==> src/rtl/pt_walker_pkg.sv <==
package pt_walker_pkg;
  localparam int WORD_W = 32;
  localparam logic [WORD_W-1:0] VSID_MASK = 32'h0FFF_FFFF;
  localparam logic [WORD_W-1:0] SKEY_MASK = 32'h4000_0000;
  localparam logic [WORD_W-1:0] UKEY_MASK = 32'h2000_0000;
  localparam int REF_BIT = 8;
  localparam int CHG_BIT = 7;

  typedef enum logic [2:0] {
    ST_IDLE, ST_FETCH, ST_COMPARE, ST_UPDATE, ST_DONE
  } walk_state_e;

  typedef enum logic [1:0] {
    RES_HIT  = 2'd0,
    RES_PROT = 2'd1,
    RES_MISS = 2'd2
  } walk_res_e;
endpackage

==> src/rtl/pt_hash.sv <==
module pt_hash
  import pt_walker_pkg::*;
(
  input  logic [WORD_W-1:0] vsid_i,
  input  logic [15:0]       page_i,
  input  logic [5:0]        api_i,
  input  logic [WORD_W-1:0] base_i,
  input  logic              sec_i,
  output logic [WORD_W-1:0] group_o,
  output logic [WORD_W-1:0] tag_o
);
  logic [WORD_W-1:0] hash_raw, hash_sel, mask;

  always_comb begin
    hash_raw = (vsid_i ^ {16'h0, page_i}) << 6;
    hash_sel = sec_i ? ~hash_raw : hash_raw;
    mask     = ((base_i & 32'h0000_01FF) << 16) | 32'h0000_FFC0;
    group_o  = (base_i & 32'hFFFF_0000) | (hash_sel & mask);
    tag_o    = 32'h8000_0000 | (vsid_i << 7) | (sec_i ? 32'h40 : 32'h0) | {26'h0, api_i};
  end
endmodule

==> src/rtl/pt_prot.sv <==
module pt_prot (
  input  logic [1:0] pp_i,
  input  logic       key_i,
  input  logic       write_i,
  output logic       rd_o,
  output logic       wr_o,
  output logic       deny_o
);
  logic [2:0] code;

  always_comb begin
    code = {key_i, pp_i};
    unique case (code)
      3'd0, 3'd1, 3'd2, 3'd6: begin rd_o = 1'b1; wr_o = 1'b1; end
      3'd3, 3'd5, 3'd7:       begin rd_o = 1'b1; wr_o = 1'b0; end
      default:                begin rd_o = 1'b0; wr_o = 1'b0; end
    endcase
    deny_o = !rd_o || (write_i && !wr_o);
  end
endmodule

==> src/rtl/pt_walker.sv <==
module pt_walker
  import pt_walker_pkg::*;
#(
  parameter int NUM_SEG   = 16,
  parameter int NUM_PAIRS = 8
) (
  input  logic                       clk_i,
  input  logic                       rst_ni,
  input  logic                       req_valid_i,
  input  logic [WORD_W-1:0]          req_ea_i,
  input  logic                       req_user_i,
  input  logic                       req_write_i,
  input  logic [WORD_W-1:0]          base_i,
  input  logic [NUM_SEG*WORD_W-1:0]  seg_i,
  output logic                       rd_valid_o,
  output logic [WORD_W-1:0]          rd_addr_o,
  input  logic                       rd_ready_i,
  input  logic [WORD_W-1:0]          rd_data_i,
  output logic                       wr_valid_o,
  output logic [WORD_W-1:0]          wr_addr_o,
  output logic [7:0]                 wr_byte_o,
  input  logic                       wr_ready_i,
  output logic                       done_o,
  output logic [1:0]                 res_o,
  output logic [WORD_W-1:0]          raddr_o,
  output logic                       may_rd_o,
  output logic                       may_wr_o,
  output logic                       may_ex_o
);
  localparam int SEG_W = $clog2(NUM_SEG);
  localparam int IDX_W = $clog2(2 * NUM_PAIRS);
  localparam int EA_LO = WORD_W - SEG_W;

  walk_state_e       state_q;
  logic [EA_LO-1:0]  ea_q;
  logic [WORD_W-1:0] vsid_q;
  logic              key_q, write_q, sec_q;
  logic [IDX_W-1:0]  idx_q;
  logic [WORD_W-1:0] w0_q, w1_q;
  logic              need_ref_q, need_chg_q;
  walk_res_e         res_q;
  logic [WORD_W-1:0] raddr_q;
  logic              mrd_q, mwr_q, mex_q;

  // segment word pick and key selection at request time
  logic [SEG_W-1:0]  seg_sel;
  logic [WORD_W-1:0] seg_word;
  logic              seg_key;
  assign seg_sel  = req_ea_i[WORD_W-1 -: SEG_W];
  assign seg_word = seg_i[seg_sel*WORD_W +: WORD_W];
  assign seg_key  = req_user_i ? |(seg_word & UKEY_MASK) : |(seg_word & SKEY_MASK);

  logic [WORD_W-1:0] group_w, tag_w;
  pt_hash u_hash (
    .vsid_i (vsid_q),
    .page_i (ea_q[27:12]),
    .api_i  (ea_q[27:22]),
    .base_i (base_i),
    .sec_i  (sec_q),
    .group_o(group_w),
    .tag_o  (tag_w)
  );

  logic prot_rd, prot_wr, prot_deny;
  pt_prot u_prot (
    .pp_i   (w1_q[1:0]),
    .key_i  (key_q),
    .write_i(write_q),
    .rd_o   (prot_rd),
    .wr_o   (prot_wr),
    .deny_o (prot_deny)
  );

  logic [IDX_W-1:0]  odd_idx;
  logic [WORD_W-1:0] odd_addr;
  assign odd_idx  = idx_q - IDX_W'(1);
  assign odd_addr = group_w + WORD_W'({odd_idx, 2'b00});

  assign rd_valid_o = (state_q == ST_FETCH);
  assign rd_addr_o  = group_w + WORD_W'({idx_q, 2'b00});
  assign wr_valid_o = (state_q == ST_UPDATE) && (need_ref_q || need_chg_q);
  assign wr_addr_o  = odd_addr + (need_ref_q ? 32'd2 : 32'd3);
  assign wr_byte_o  = need_ref_q ? (w1_q[15:8] | 8'h01) : (w1_q[7:0] | 8'h80);
  assign done_o     = (state_q == ST_DONE);
  assign res_o      = res_q;
  assign raddr_o    = raddr_q;
  assign may_rd_o   = mrd_q;
  assign may_wr_o   = mwr_q;
  assign may_ex_o   = mex_q;

  always_ff @(posedge clk_i or negedge rst_ni) begin
    if (!rst_ni) begin
      state_q    <= ST_IDLE;
      ea_q       <= '0;
      vsid_q     <= '0;
      key_q      <= 1'b0;
      write_q    <= 1'b0;
      sec_q      <= 1'b0;
      idx_q      <= '0;
      w0_q       <= '0;
      w1_q       <= '0;
      need_ref_q <= 1'b0;
      need_chg_q <= 1'b0;
      res_q      <= RES_MISS;
      raddr_q    <= '0;
      mrd_q      <= 1'b0;
      mwr_q      <= 1'b0;
      mex_q      <= 1'b0;
    end else begin
      unique case (state_q)
        ST_IDLE: if (req_valid_i) begin
          ea_q    <= req_ea_i[EA_LO-1:0];
          vsid_q  <= seg_word & VSID_MASK;
          key_q   <= seg_key;
          write_q <= req_write_i;
          sec_q   <= 1'b0;
          idx_q   <= '0;
          state_q <= ST_FETCH;
        end
        ST_FETCH: if (rd_ready_i) begin
          idx_q <= idx_q + IDX_W'(1);
          if (!idx_q[0]) w0_q <= rd_data_i;
          else begin
            w1_q    <= rd_data_i;
            state_q <= ST_COMPARE;
          end
        end
        ST_COMPARE: begin
          if (w0_q == tag_w) begin
            need_ref_q <= prot_rd && !w1_q[REF_BIT];
            need_chg_q <= write_q && prot_wr && !w1_q[CHG_BIT];
            state_q    <= ST_UPDATE;
          end else if (idx_q != '0) begin
            state_q <= ST_FETCH;
          end else if (!sec_q) begin
            sec_q   <= 1'b1;       // idx_q already wrapped to pair 0
            state_q <= ST_FETCH;
          end else begin
            res_q   <= RES_MISS;
            raddr_q <= '0;
            mrd_q   <= 1'b0;
            mwr_q   <= 1'b0;
            mex_q   <= 1'b0;
            state_q <= ST_DONE;
          end
        end
        ST_UPDATE: begin
          if (!need_ref_q && !need_chg_q) begin
            res_q   <= prot_deny ? RES_PROT : RES_HIT;
            raddr_q <= {w1_q[WORD_W-1:12], ea_q[11:0]};
            mrd_q   <= prot_rd;
            mwr_q   <= prot_wr;
            mex_q   <= 1'b1;
            state_q <= ST_DONE;
          end else if (wr_ready_i) begin
            if (need_ref_q) need_ref_q <= 1'b0;
            else            need_chg_q <= 1'b0;
          end
        end
        ST_DONE: state_q <= ST_IDLE;
        default: state_q <= ST_IDLE;
      endcase
    end
  end


  no_rdwr_overlap_chk: assert property (@(posedge clk_i) disable iff (!rst_ni)
    !(rd_valid_o && wr_valid_o));

  done_pulse_chk: assert property (@(posedge clk_i) disable iff (!rst_ni)
    done_o |=> !done_o);

  result_hold_chk: assert property (@(posedge clk_i) disable iff (!rst_ni)
    !done_o |-> ($stable(res_o) && $stable(raddr_o) && $stable(may_rd_o) && $stable(may_wr_o)));

  rd_hold_chk: assert property (@(posedge clk_i) disable iff (!rst_ni)
    (rd_valid_o && !rd_ready_i) |=> (rd_valid_o && $stable(rd_addr_o)));

  rd_align_chk: assert property (@(posedge clk_i) disable iff (!rst_ni)
    rd_valid_o |-> (rd_addr_o[1:0] == 2'b00));

  perm_order_chk: assert property (@(posedge clk_i) disable iff (!rst_ni)
    may_wr_o |-> may_rd_o);

  fault_deny_chk: assert property (@(posedge clk_i) disable iff (!rst_ni)
    (done_o && res_o == RES_PROT) |-> (!may_rd_o || (write_q && !may_wr_o)));

  hit_grant_chk: assert property (@(posedge clk_i) disable iff (!rst_ni)
    (done_o && res_o == RES_HIT) |-> (may_rd_o && (!write_q || may_wr_o)));
endmodule

==> config.mk <==
export PLATFORM = sky130hd
export DESIGN_NAME = pt_walker
export DESIGN_NICKNAME = d
export VERILOG_FILES = /design/src/rtl/pt_walker_pkg.sv /design/src/rtl/pt_hash.sv /design/src/rtl/pt_prot.sv /design/src/rtl/pt_walker.sv
export SDC_FILE = /design/constraint.sdc
export NUM_CORES = 1
export LEC_CHECK = 0
export ABC_CLOCK_PERIOD_IN_PS = 2400
export CAP_MARGIN = 20
export CORE_AREA = 2 2 281 283
export CTS_BUF_LIST = sky130_fd_sc_hd__clkbuf_16
export DETAILED_ROUTE_END_ITERATION = 8
export DIE_AREA = 0 0 283 285
export DONT_BUFFER_PORTS = 1
export GPL_ROUTABILITY_DRIVEN = 0
export SLEW_MARGIN = 20
export SYNTH_ARGS = -nofsm -noshare
export SYNTH_HDL_FRONTEND = slang
export SYNTH_HIERARCHICAL = 1
export SYNTH_SLANG_ARGS = --single-unit
==> constraint.sdc <==
create_clock -name clk_i -period 2.4 [get_ports clk_i]
set_clock_uncertainty 0.2 [all_clocks]
set_input_delay 0.48 -clock clk_i [delete_from_list [all_inputs] [get_ports clk_i]]
set_output_delay 0.48 -clock clk_i [all_outputs]
set_load 0.01 [all_outputs]
### Word-level counts from Yosys, hierarchy flattened

Index checks and enable logic that the tools add are counted.

| storage, ports and cells | value |
|---|---|
| bits of input ports | 615 |
| output and inout port bits | 112 |
| word-level logic and storage cells | 133 |
| flip-flop bits (word level) | 167 |

| cells by class | value |
|---|---|
| reduce and logical (&&, ||, !) cells | 31 |
| $add $sub $neg | 5 |
| shift operators | 1 |
| bitwise operators | 7 |
| eq/ne operators | 22 |
| muxes and demuxes | 51 |

Operators by type and width:

| kind | count |
|---|---|
| $shiftx 512x10->31 | 1 |
| $mux 32 | 5 |
| $add 32x6->32 | 2 |
| $pmux 32 s2 | 1 |
| $add 32x2->32 | 1 |
| $and 32x25->32 | 1 |
| $eq 32x32->1 | 1 |
| $not 32->32 | 1 |
| $or 32x32->32 | 1 |
| $or 32x6->32 | 1 |
| $or 32x7->32 | 1 |
| $xor 26x16->26 | 1 |
| $mux 1 | 21 |
| $mux 3 | 7 |
| $ne 2x2->1 const B | 8 |
| $eq 3x2->1 const B | 4 |
| $eq 3x3->1 const B | 4 |
| $pmux 1 s2 | 6 |
| $pmux 3 s4 | 1 |
| $reduce_and 4->1 | 3 |
| $reduce_and 5->1 | 2 |
| $reduce_and 3->1 | 3 |
| $mux 2 | 4 |
| $mux 4 | 2 |
| other kinds (18) | 35 |

### Depth between registers and ports, before layout

Gate-level depths: netlist of the first run.

| logic depth | value |
|---|---|
| word-level depth | 9 |
| mapped depth | 11 |
| mapped depth without buffers | 10 |

### Cells and area by module

The synthesis of the first run kept the hierarchy.

Modules (own cells, without submodules):

| module | area each (um^2) | times used | cells an instance |
|---|---|---|---|
| pt_walker | 11,651.2 | 1 | 848 |
| pt_hash | 775.7 | 1 | 87 |
| pt_prot | 27.5 | 1 | 4 |

### Worst setup path after synthesis of the first run

OpenSTA, ideal clock, no wires.

| timing path | value |
|---|---|
| path type | input-to-reg |
| from | in req_ea_i[29] |
| to | reg vsid_q[12] |
| cell stages on the path | 6 |
| path buffers | 3 |
| required time | 2,075 ps |
| data arrival time | 2,199 ps |
| path slack | -123 ps |
| setup time | 125 ps |
| cells stage by stage | buf_2 -> buf_4 -> clkbuf_1 -> mux4_2 -> mux4_2 -> mux2_2 |

| on the way | value |
|---|---|
| cells in the longest elaborated chain, start to end | 1 |

RTL lines:

| item | RTL line | RTL |
|---|---|---|
| start: declaration | pt_walker.sv:10 | `input logic [WORD_W-1:0] req_ea_i,` |
| $shiftx 512x10->31 | pt_walker.sv:50 | `assign seg_word = seg_i[seg_sel*WORD_W +: WORD_W];` |
| end signal: assignment | pt_walker.sv:113 | `vsid_q <= seg_word & VSID_MASK;` |
| end: declaration | pt_walker.sv:36 | `logic [WORD_W-1:0] vsid_q;` |

No other way between the ends.
A chain may end at the register's enable or synchronous reset.

### Worst setup path after layout of the first run

| timing path | value |
|---|---|
| from | reg ea_q[24] |
| to | out wr_addr_o[18] |

| on the way | value |
|---|---|
| cells in the longest elaborated chain, start to end | 7 |

RTL lines:

| item | RTL line | RTL |
|---|---|---|
| start: declaration | pt_walker.sv:35 | `logic [EA_LO-1:0] ea_q;` |
| start signal: assignment | pt_walker.sv:112 | `ea_q <= req_ea_i[EA_LO-1:0];` |
| $xor 26x16->26 * | pt_hash.sv:15 | `hash_raw = (vsid_i ^ {16'h0, page_i}) << 6;` |
| $not 32->32 | pt_hash.sv:16 | `hash_sel = sec_i ? ~hash_raw : hash_raw;` |
| $mux 32 * | pt_hash.sv:16 |  |
| $and 32x25->32 * | pt_hash.sv:18 | `group_o = (base_i & 32'hFFFF_0000) \| (hash_sel & mask);` |
| $or 32x32->32 * | pt_hash.sv:18 |  |
| net group_w[18] | pt_walker.sv:53 | `logic [WORD_W-1:0] group_w, tag_w;` |
| $add 32x6->32 * | pt_walker.sv:77 | `assign odd_addr = group_w + WORD_W'({odd_idx, 2'b00});` |
| $add 32x2->32 * | pt_walker.sv:82 | `assign wr_addr_o = odd_addr + (need_ref_q ? 32'd2 : 32'd3);` |
| end: declaration | pt_walker.sv:20 | `output logic [WORD_W-1:0] wr_addr_o,` |

Mark *: on every way through the listed nets, which the timed path passes. The rest lies on a longest branch.

==> metrics.md, run 1 <==
| Metric | Value |
|---|---|
| R2r setup slk | `-0.28 ns` |
| Grt met2 use | `0.305` |
| Clk Latency, worst-skew pair | `0.49 ns` |
| # nets final | `1627` |
| Routed via count | `9076` |
| Routed length per placed instance | `35.3 µm` |
| Pins Over Slew Limit | `0` |
| Cell count after synthesis | `910` |
| Die width | `283 µm` |
| Worst Path Arrival | `2.01 ns` |
| I/O pin count | `727` |
| Largest net degree at the start of global routing | `166` |
| Core area | `78000 µm²` |
| Final WL | `73500 µm` |
| Power per standard cell area | `1310 nW/µm²` |
| Commonest cells after routing, fill and taps aside | `145 x dfrtp_1, 128 x mux4_2, 123 x mux2_2` |
| Syn Area/Cell | `13.0 µm²` |
| Multi-input logic area | `7820 µm²` |
| Crit. End Element | `output port` |
| CP Data Required Time | `1.72 ns` |
| Fin Hold WS | `-0.512 ns` |
| Crit Path Category | `reg -> out` |
| Die height | `285 µm` |
| Maximum clock insertion buffer count | `2` |
| Most common cell after layout, fill and taps aside | `dfrtp_1` |
| Share of layout cells above drive strength 1 | `0.498` |
| # rows | `103` |
| Max Cap Violations | `0` |
| VDD IR max | `0.522 mV` |
| Final core area utilization | `0.203` |
| Vias in the first global route | `9245` |
| Detailed placement HPWL | `61600 µm` |
| Max Clk Rate | `0.372 GHz` |
| Post-route cell area | `15800 µm²` |
| All-Layer GR Usage | `0.177` |
| Residual DRC | `0` |
| Final ANT Viol Nets | `0` |
| Grt met3 use | `0.0835` |
| Final setup viols | `83` |
| Fin crit period | `2.69 ns` |
| Worst R2R End | `raddr_o[24]` |
| Outcome | `finished with violations` |
| CTS Sinks | `165` |
| Grt ovf | `0` |
| Pleak | `0.00595 µW` |
| Worst r2r src | `vsid_q[10]` |
| RSZ-0062 raised after global routing | `yes` |
| Final worst slack | `-0.291 ns` |
| # port buffers | `0` |
| # hold bufs at CTS | `61` |
| First-pass iteration count of the detailed router | `4` |
| DR iter-0 viols | `588` |
| Final Cycle Share | `1.12` |
| CTS H-tree lvls | `4` |
| Crit Path Max Fanout | `3` |
| Area grow syn2layout | `33.4%` |
| Worst slew pin tran | `0.902 ns` |
| Mapped cell area | `11900 µm²` |
| Placed Cells | `1911` |
| M1 GR Usage | `0.200` |
| Placed instance area | `13000 µm²` |
| Die area | `80700 µm²` |
| Failing checks | `negative hold slack, negative setup slack` |
| CTS tree | `built` |
| First-pass GRT wire length | `93400 µm` |
| Worst-case reg-to-reg path depth | `10` |
| Root buffer cell | `clkbuf_16` |
| Register area | `4150 µm²` |
| Non-filler cells, final | `2080` |
| Initial Util | `0.152` |
| Fill count | `8288` |
| Initial antenna violation count | `89` |
| Via density | `4.36` |
| Ys Warns | `6` |
| TritonCTS Buffers | `17` |
| Clk slew on worst S/H paths | `0.08 ns` |
| GRT Max-Usage Layer | `met2` |
| Slew HR | `0.398` |
| Startpoint class of the critical path | `flip-flop` |
| Final hold viol count | `165` |
| Worst Hold Class | `in -> async` |
[final cells by class]
cell class	instances	share of cell area
Multi-Input combinational cell	622	0.495
Tap cell	1050	0.0831
Inverter	20	0.00491
Sequential cell	165	0.263
Timing Repair Buffer	173	0.110
Clock buffer	17	0.0269
Antenna cell	18	0.00285
Clock inverter	15	0.0146
[how the worst max path moves through the flow]
stage	cells after the start	start	slack, ns	end
finish	4	ea_q[24]	-0.29	wr_addr_o[18]
global route	10	vsid_q[10]	-0.42	raddr_o[26]
CTS	9	vsid_q[10]	-0.39	raddr_o[2]
detailed placement	7	vsid_q[10]	-0.56	raddr_o[6]
global placement	7	vsid_q[10]	-0.53	raddr_o[30]
floorplan	4	req_ea_i[30]	0.02	vsid_q[15]
[metrics by stage]
stage          hold slack (ns)  worst slack [ns]  power [µW]  TNS [ns]
2_1_floorplan          -0.0156            0.0156       11400         0
3_3_place_gp           -0.0108            -0.526       14200    -21.90
3_5_place_dp           -0.0117            -0.565       14400    -22.85
4_1_cts                 -0.576            -0.393       20000    -22.51
5_1_grt                 -0.563            -0.415       21800    -27.16
6_report                -0.512            -0.291       20700    -17.62
[flip-flops by register name, indices dropped and copies added, names as in the netlist, 2 cells and up]
register,cells
ea_q,28
idx_q,4
raddr_o,32
res_o,2
state_q,3
vsid_q,24
w0_q,32
w1_q,32
[critical path: stages, from the launching register on]
cell and delay, ns:
dfrtp_2 0.48, xor3_2 0.46, a21o_1 0.24, xor2_1 0.16, buf_4 0.17
[layer usage]
metal  share of wire  wire length (µm)  up-vias
li1                -                 -     3581
met2            0.49             36000      614
met1            0.37             27100     4646
met3            0.11              8080      183
met5          0.0044               320        -
met4           0.027              1980       52
[repair_timing]
| action | CTS | global route |
|---|---|---|
| endpoints found under the setup margin | 93 | 84 |
| hold endpoints to repair | 258 | 165 |
| cloned | 3 | 1 |
| pin swaps | 46 | 22 |
| setup buffers | 33 | 24 |
| resized for setup | 129 | 27 |
[report_power, final]
| part | internal [µW] | switching, µW | total [µW] | leakage (µW) |
|---|---|---|---|---|
| logic | 6490 | 5340 | 11800 | 0.00367 |
| registers | 4190 | 1530 | 5720 | 0.00197 |
| clock network | 1480 | 1620 | 3100 | 0.000314 |
| total | 12200 | 8500 | 20700 | 0.00595 |
No activity file was read; power rests on OpenSTA's default activity.
==> run 2, diff against run 1 <==
--- a/config.mk
+++ b/config.mk
@@ -7,10 +7,10 @@
 export LEC_CHECK = 0
 export ABC_CLOCK_PERIOD_IN_PS = 2400
 export CAP_MARGIN = 20
-export CORE_AREA = 2 2 281 283
+export CORE_AREA = 2 2 285 287
 export CTS_BUF_LIST = sky130_fd_sc_hd__clkbuf_16
 export DETAILED_ROUTE_END_ITERATION = 8
-export DIE_AREA = 0 0 283 285
+export DIE_AREA = 0 0 287 289
 export DONT_BUFFER_PORTS = 1
 export GPL_ROUTABILITY_DRIVEN = 0
 export SLEW_MARGIN = 20
==> run 2 against run 1 <==
Net effect:
- the run still ends with negative hold slack, negative setup slack left
- largest power group unchanged
- clock-buffer cell count unchanged
- global-route usage decreased by 1.2 points
- cell area decreased by 0.97%
- first-iteration DRC count decreased by 16%
- power increased by 0.12%
- register-to-register slack improved by 0.07 ns
- final cell count increased by 1.5%
- clock power decreased by 4%
- highest routed layer unchanged
- combinational power about the same
==> metrics.md, run 2 (synthesis gave the netlist of run 1 again) <==
| Metric | Value |
|---|---|
| Slowest CP cell | `xor3_2` |
| Crit Path Max Fanout | `3 (unchanged)` |
| Detailed placement HPWL | `59400 µm (-3.5%)` |
| Routed via count | `8949 (-1.4%)` |
| Crit. End Element | `output port` |
| VDD IR max | `0.596 mV (+14%)` |
| Initial Util | `0.148 (-0.00367)` |
| # hold bufs at CTS | `61 (unchanged)` |
| DR iter-0 viols | `491 (-16%)` |
| # rows | `104 (+0.97%)` |
| Commonest cells after routing, fill and taps aside | `153 x dfrtp_1, 128 x mux4_2, 123 x mux2_2` |
| Largest stage delay, worst path | `0.52 ns (+0.04 ns)` |
| Root buffer cell | `clkbuf_16` |
| Initial antenna violation count | `90 (+1.1%)` |
| Share of layout cells above drive strength 1 | `0.483 (-0.0154)` |
| CTS Sinks | `165 (unchanged)` |
| I/O pin count | `727 (unchanged)` |
| Final setup viols | `79 (-4.8%)` |
| Final WL | `70600 µm (-3.9%)` |
| R2r setup slk | `-0.21 ns (+0.07 ns)` |
| Fin crit period | `2.70 ns (+0.00795 ns)` |
| Outcome | `finished with violations` |
| Max Clk Rate | `0.371 GHz (-0.29%)` |
| CTS tree | `built` |
| First-pass iteration count of the detailed router | `5 (+1)` |
| # port buffers | `0 (unchanged)` |
| Worst-path cell chain | `xor3_2 -> a21o_4 -> xor2_2 -> buf_4` |
| Worst-case reg-to-reg path depth | `8 (-2)` |
| Fill count | `8578 (+3.5%)` |
| Total Power | `20700 µW (+0.12%)` |
| Via density | `4.24 (-2.9%)` |
| Non-filler cells, final | `2112 (+1.5%)` |
| Die area | `82900 µm² (+2.8%)` |
| CTS H-tree lvls | `4 (unchanged)` |
| Maximum clock insertion buffer count | `2 (unchanged)` |
| Worst R2R End | `raddr_o[21]` |
| Worst r2r src | `vsid_q[10]` |
| Fin Hold WS | `-0.512 ns (-0.000176 ns)` |
| Final ANT Viol Nets | `0 (unchanged)` |
| Worst slew pin tran | `0.910 ns (+0.00777 ns)` |
| Worst Hold Class | `in -> async` |
| Post-route cell area | `15700 µm² (-0.97%)` |
| Residual DRC | `0 (unchanged)` |
| Core area | `79900 µm² (+2.5%)` |
| CP Data Required Time | `1.72 ns (about the same)` |
| Max Cap Violations | `0 (unchanged)` |
| Placed instance area | `13200 µm² (+1.2%)` |
| # nets final | `1620 (-0.43%)` |
| Die width | `287 µm (+1.4%)` |
| Final Cycle Share | `1.12 (+0.00331)` |
| RSZ-0062 raised after global routing | `yes` |
| Worst Path Arrival | `2.02 ns (about the same)` |
| Slew HR | `0.393 (-0.00518)` |
| Failing checks | `negative hold slack, negative setup slack` |
| TritonCTS Buffers | `17 (unchanged)` |
| Area grow syn2layout | `32.1%` |
| Startpoint class of the critical path | `flip-flop` |
| Final core area utilization | `0.196 (-0.00680)` |
| Clk Latency, worst-skew pair | `0.48 ns (about the same)` |
| Clk slew on worst S/H paths | `0.08 ns (about the same)` |
| Placed Cells | `1938 (+1.4%)` |
| Grt ovf | `0 (unchanged)` |
| All-Layer GR Usage | `0.165 (-0.0123)` |
| Pins Over Slew Limit | `0 (unchanged)` |
| Routed length per placed instance | `33.4 µm (-5.4%)` |
| Pleak | `0.00587 µW (-1.4%)` |
| Final hold viol count | `165 (unchanged)` |
| Largest net degree at the start of global routing | `166 (unchanged)` |
| Crit Path Category | `reg -> out` |
| Die height | `289 µm (+1.4%)` |
| Most common cell after layout, fill and taps aside | `dfrtp_1` |
| Post-Place Setup Slack | `-0.287 ns (+0.277 ns)` |
| Vias in the first global route | `9149 (-1.0%)` |
| Final worst slack | `-0.299 ns (-0.00796 ns)` |
| Power per standard cell area | `1320 nW/µm² (+1.1%)` |
| First-pass GRT wire length | `88900 µm (-4.8%)` |
==> run 2: cell types whose count changed in the layout (fill, tap and decap cells not counted), moves of 3 or more <==
cell,before,now
diode_2,18,47
dfrtp_1,145,153
dfrtp_2,19,11
inv_12,5,0
buf_16,5,1
clkinv_8,6,2
buf_4,82,79
inv_6,1,4
xnor2_2,21,24
xnor2_4,19,16
==> run 2: worst max-delay path by stage <==
stage / end / cells past startpoint / from
after floorplan: vsid_q[15] / 4 / req_ea_i[30]
after global placement: raddr_o[27] / 7 / vsid_q[10]
after detailed placement: raddr_o[28] / 7 / vsid_q[10]
after CTS: wr_addr_o[16] / 4 / vsid_q[10]
after global routing: wr_addr_o[17] / 4 / vsid_q[11]
final: wr_addr_o[17] / 4 / vsid_q[11]
==> run 2: metrics by stage <==
step                      hold slack, ns  TNS [ns]
after floorplan                  -0.0156         0
after global placement           -0.0118    -10.57
after detailed placement         -0.0111    -10.45
after CTS                         -0.567    -19.92
after global routing              -0.559    -21.60
final                             -0.512    -13.19
==> run 2: report_power, final <==
| part | switching [µW] | internal [µW] | total (µW) |
|---|---|---|---|
| Sequential | 1500 | 4180 | 5680 |
| Combinational | 5370 | 6640 | 12000 |
| Clock | 1410 | 1580 | 2990 |
| Total | 8280 | 12400 | 20700 |
==> run 2: worst max-delay path: cells and delay by family, from the launching register on <==
family / cells / cell delay [ns]
DFF: 1 / 0.43
xor gates and xnor gates: 2 / 0.70
buffers and inverters: 1 / 0.15
AOI/OAI and AO/OA: 1 / 0.26
==> run 2: routing by layer <==
metal  global-route usage  routed length [µm]  share of wire  up-vias
met5                    0                 217         0.0031        -
met4               0.0638                3520          0.050       32
met3               0.0540                7040           0.10      176
met2                0.287               34800           0.49      590
met1                0.187               25100           0.35     4557
li1                     -                   -              -     3594
==> run 2: final cells by class <==
cell class | instances | area [µm²] | area share
Multi-Input combinational cell | 622 | 7790 | 0.498
Sequential cell | 165 | 4140 | 0.265
Timing Repair Buffer | 166 | 1590 | 0.101
Tap cell | 1060 | 1330 | 0.0847
Clock buffer | 17 | 425 | 0.0272
Clock inverter | 15 | 190 | 0.0121
Antenna cell | 47 | 118 | 0.00751
Inverter | 20 | 75.1 | 0.00480
==> run 2: what timing repair did <==
item                                    CTS  global route
cloned                                    1             0
gates resized for setup                 116            23
endpoints found under the hold margin   258           165
pin swaps                                36            11
endpoints found under the setup margin   92            85
buffers inserted                         29            11
==> run 3, diff against run 2 <==
==> constraint.sdc (replaced) <==
create_clock -name clk_i -period 2.4 [get_ports clk_i]
set_clock_uncertainty 0.2 [all_clocks]
set_input_delay 0.12 -clock clk_i [delete_from_list [all_inputs] [get_ports clk_i]]
set_output_delay 0.12 -clock clk_i [all_outputs]
set_load 0.01 [all_outputs]
==> run 3 against run 2 <==
Net effect:
- the run ends with negative hold slack left
- clock-buffer cell count unchanged
- die area unchanged
- core utilization decreased by 0.98 points
- clock power decreased by 6%
- setup slack improved by 0.33 ns
- routed wire length decreased by 4.1%
==> metrics.md, run 3 (synthesis gave the netlist of run 1 again) <==
| Metric | Value |
|---|---|
| # rows | `104 (unchanged)` |
| Fill count | `8660 (+0.96%)` |
| Vias in the first global route | `9184 (+0.38%)` |
| CTS Sinks | `165 (unchanged)` |
| Final setup viols | `0 (-100%)` |
| Worst Path Arrival | `2.05 ns (+0.03 ns)` |
| Failing checks | `negative hold slack` |
| Fin crit period | `2.37 ns (-0.331 ns)` |
| Die width | `287 µm (unchanged)` |
| DR iter-0 viols | `569 (+16%)` |
| Power per standard cell area | `1200 nW/µm² (-9.4%)` |
| Grt ovf | `0 (unchanged)` |
| I/O pin count | `727 (unchanged)` |
| CP Data Required Time | `2.08 ns (+0.36 ns)` |
| # hold bufs at CTS | `70 (+15%)` |
| Area grow syn2layout | `25.5%` |
| Critical path startpoint | `vsid_q[11]` |
| Flop pwr share | `0.309 (+0.034)` |
| Residual DRC | `0 (unchanged)` |
| All-Layer GR Usage | `0.157 (-0.00756)` |
| Maximum clock insertion buffer count | `2 (unchanged)` |
| Worst r2r src | `idx_q[1]` |
| RSZ-0062 raised after global routing | `yes` |
| Startpoint class of the critical path | `flip-flop` |
| Last element of the critical path | `wr_addr_o[17]` |
| TritonCTS Buffers | `17 (unchanged)` |
| Root buffer cell | `clkbuf_16` |
| Final core area utilization | `0.186 (-0.00976)` |
| Die height | `289 µm (unchanged)` |
| Crit Path Max Fanout | `3 (unchanged)` |
| CP top delay family | `XOR/XNOR gates` |
| Largest net degree at the start of global routing | `166 (unchanged)` |
| Max Cap Violations | `0 (unchanged)` |
| Worst-case reg-to-reg path depth | `10 (+2)` |
| Worst-path cell chain | `buf_6 -> xor3_2 -> a21o_4 -> xor2_2 -> buf_4` |
| Share of layout cells above drive strength 1 | `0.414 (-0.0682)` |
| R2r setup slk | `0.07 ns (+0.28 ns)` |
| Routed via count | `8705 (-2.7%)` |
| Post-Place Setup Slack | `-0.257 ns (+0.0306 ns)` |
| WP buf/inv | `2 (+1)` |
| Cell-internal power | `10500 µW (-15%)` |
| Slew HR | `0.440 (+0.0468)` |
| Clock Power Share | `0.158 (+0.013)` |
| Final WL | `67800 µm (-4.1%)` |
| CTS H-tree lvls | `4 (unchanged)` |
| Fin Hold WS | `-0.866 ns (-0.355 ns)` |
| CTS tree | `built` |
| Crit Path Category | `reg -> out` |
| Worst slew pin tran | `0.840 ns (-0.0702 ns)` |
| Number of cells on the critical path | `5 (+1)` |
| Worst Hold Class | `in -> async` |
| Final ANT Viol Nets | `0 (unchanged)` |
| Clk Latency, worst-skew pair | `0.47 ns (about the same)` |
| # port buffers | `0 (unchanged)` |
| Die area | `82900 µm² (unchanged)` |
| VDD IR max | `0.361 mV (-39%)` |
| First-pass iteration count of the detailed router | `5 (unchanged)` |
| Initial Util | `0.148 (unchanged)` |
| Final hold viol count | `165 (unchanged)` |
| Max Clk Rate | `0.422 GHz (+14%)` |
| Detailed placement HPWL | `58300 µm (-1.9%)` |
| Slowest CP cell | `dfrtp_2` |
| NetSw | `7300 µW (-12%)` |
| Final worst slack | `0.0326 ns (+0.331 ns)` |
| Pins Over Slew Limit | `0 (unchanged)` |
| Largest stage delay, worst path | `0.45 ns (-0.07 ns)` |
| Initial antenna violation count | `80 (-11%)` |
| Comb pwr share | `0.533 (-0.047)` |
| Clk slew on worst S/H paths | `0.08 ns (about the same)` |
| Switch share | `0.410 (+0.00957)` |
| Commonest cells after routing, fill and taps aside | `158 x dfrtp_1, 128 x mux4_2, 123 x mux2_2` |
| Worst R2R End | `raddr_o[26]` |
| Routed length per placed instance | `32.4 µm (-3.0%)` |
| Core area | `79900 µm² (unchanged)` |
| Pleak | `0.00554 µW (-5.5%)` |
| Final Cycle Share | `0.986 (-0.138)` |
| Via density | `4.17 (-1.7%)` |
| Outcome | `finished with violations` |
| First-pass GRT wire length | `85100 µm (-4.2%)` |
| Crit. End Element | `output port` |
| # nets final | `1602 (-1.1%)` |
| Most common cell after layout, fill and taps aside | `dfrtp_1` |
run 3: changes by cell type in the layout (fill, tap and decap cells not counted), moves of 5 or more:
| cell | change |
|---|---|
| xnor2_1 | +29 |
| xnor2_4 | -16 |
| buf_4 | -14 |
| xnor2_2 | -13 |
| buf_6 | -10 |
| dlygate4sd3_1 | +7 |
| xor2_1 | +7 |
| dfrtp_1 | +5 |
| dfrtp_2 | -5 |
run 3: what timing repair did:
action	4_1_cts	5_1_grt
pin swaps	16	8
resized for setup	31	13
hold endpoints to repair	291	165
setup endpoints to repair	78	56
buffers inserted	6	2
run 3: how the worst min path moves through the flow:
stage	to	slack, ns	startpoint
3_3_place_gp	raddr_o[9]	-0.37	rst_ni
3_5_place_dp	ea_q[9]	-0.37	rst_ni
4_1_cts	raddr_o[7]	-0.92	rst_ni
6_report	raddr_o[7]	-0.87	rst_ni
2_1_floorplan	ea_q[0]	-0.38	rst_ni
5_1_grt	raddr_o[7]	-0.91	rst_ni
run 3: layout make-up:
class / instances / area [µm²] / share of cell area
Antenna cell: 43 / 108 / 0.00723
Clock buffer: 17 / 425 / 0.0286
Clock inverter: 15 / 164 / 0.0110
Inverter: 20 / 75.1 / 0.00505
Multi-Input combinational cell: 622 / 7220 / 0.485
Sequential cell: 165 / 4140 / 0.278
Tap cell: 1060 / 1330 / 0.0892
Timing Repair Buffer: 148 / 1420 / 0.0957
run 3: power by group through the flow:
stage               clock [µW]  combinational [µW]  sequential [µW]
finish                    2820                9490             5500
global route              3050               10200             5690
CTS                       2960                9500             5550
detailed placement           0                8980             5600
global placement             0                8840             5560
floorplan                    0                6380             5060
run 3: worst register-to-register path, stage by stage (launching register included):
cell     delay [ns]
dfrtp_1        0.39
inv_1          0.09
ha_1           0.17
nor3b_1        0.24
buf_4          0.16
and2_1         0.14
mux2i_1        0.07
nor2_1         0.21
o31ai_4        0.13
buf_12         0.18
a22o_1         0.24
run 3: through the flow:
| step | total power (µW) | hold WS (ns) | cells | instance area [µm²] | TNS (ns) |
|---|---|---|---|---|---|
| floorplan | 11400 | -0.376 | 915 | 11900 | 0 |
| global placement | 14400 | -0.372 | 1940 | 13200 | -10.27 |
| detailed placement | 14600 | -0.371 | 1940 | 13200 | -9.03 |
| CTS | 18000 | -0.924 | 2045 | 14700 | -2.48 |
| global route | 19000 | -0.911 | 2072 | 14800 | -4.38 |
| finish | 17800 | -0.866 | 2090 | 14900 | 0 |
run 3: metal layers:
metal / part of all wire / GRT usage / routed length [µm]
met5: 0.0026 / 0 / 175
met4: 0.039 / 0.0799 / 2660
met3: 0.091 / 0.0545 / 6190
met2: 0.51 / 0.269 / 34300
met1: 0.36 / 0.173 / 24400
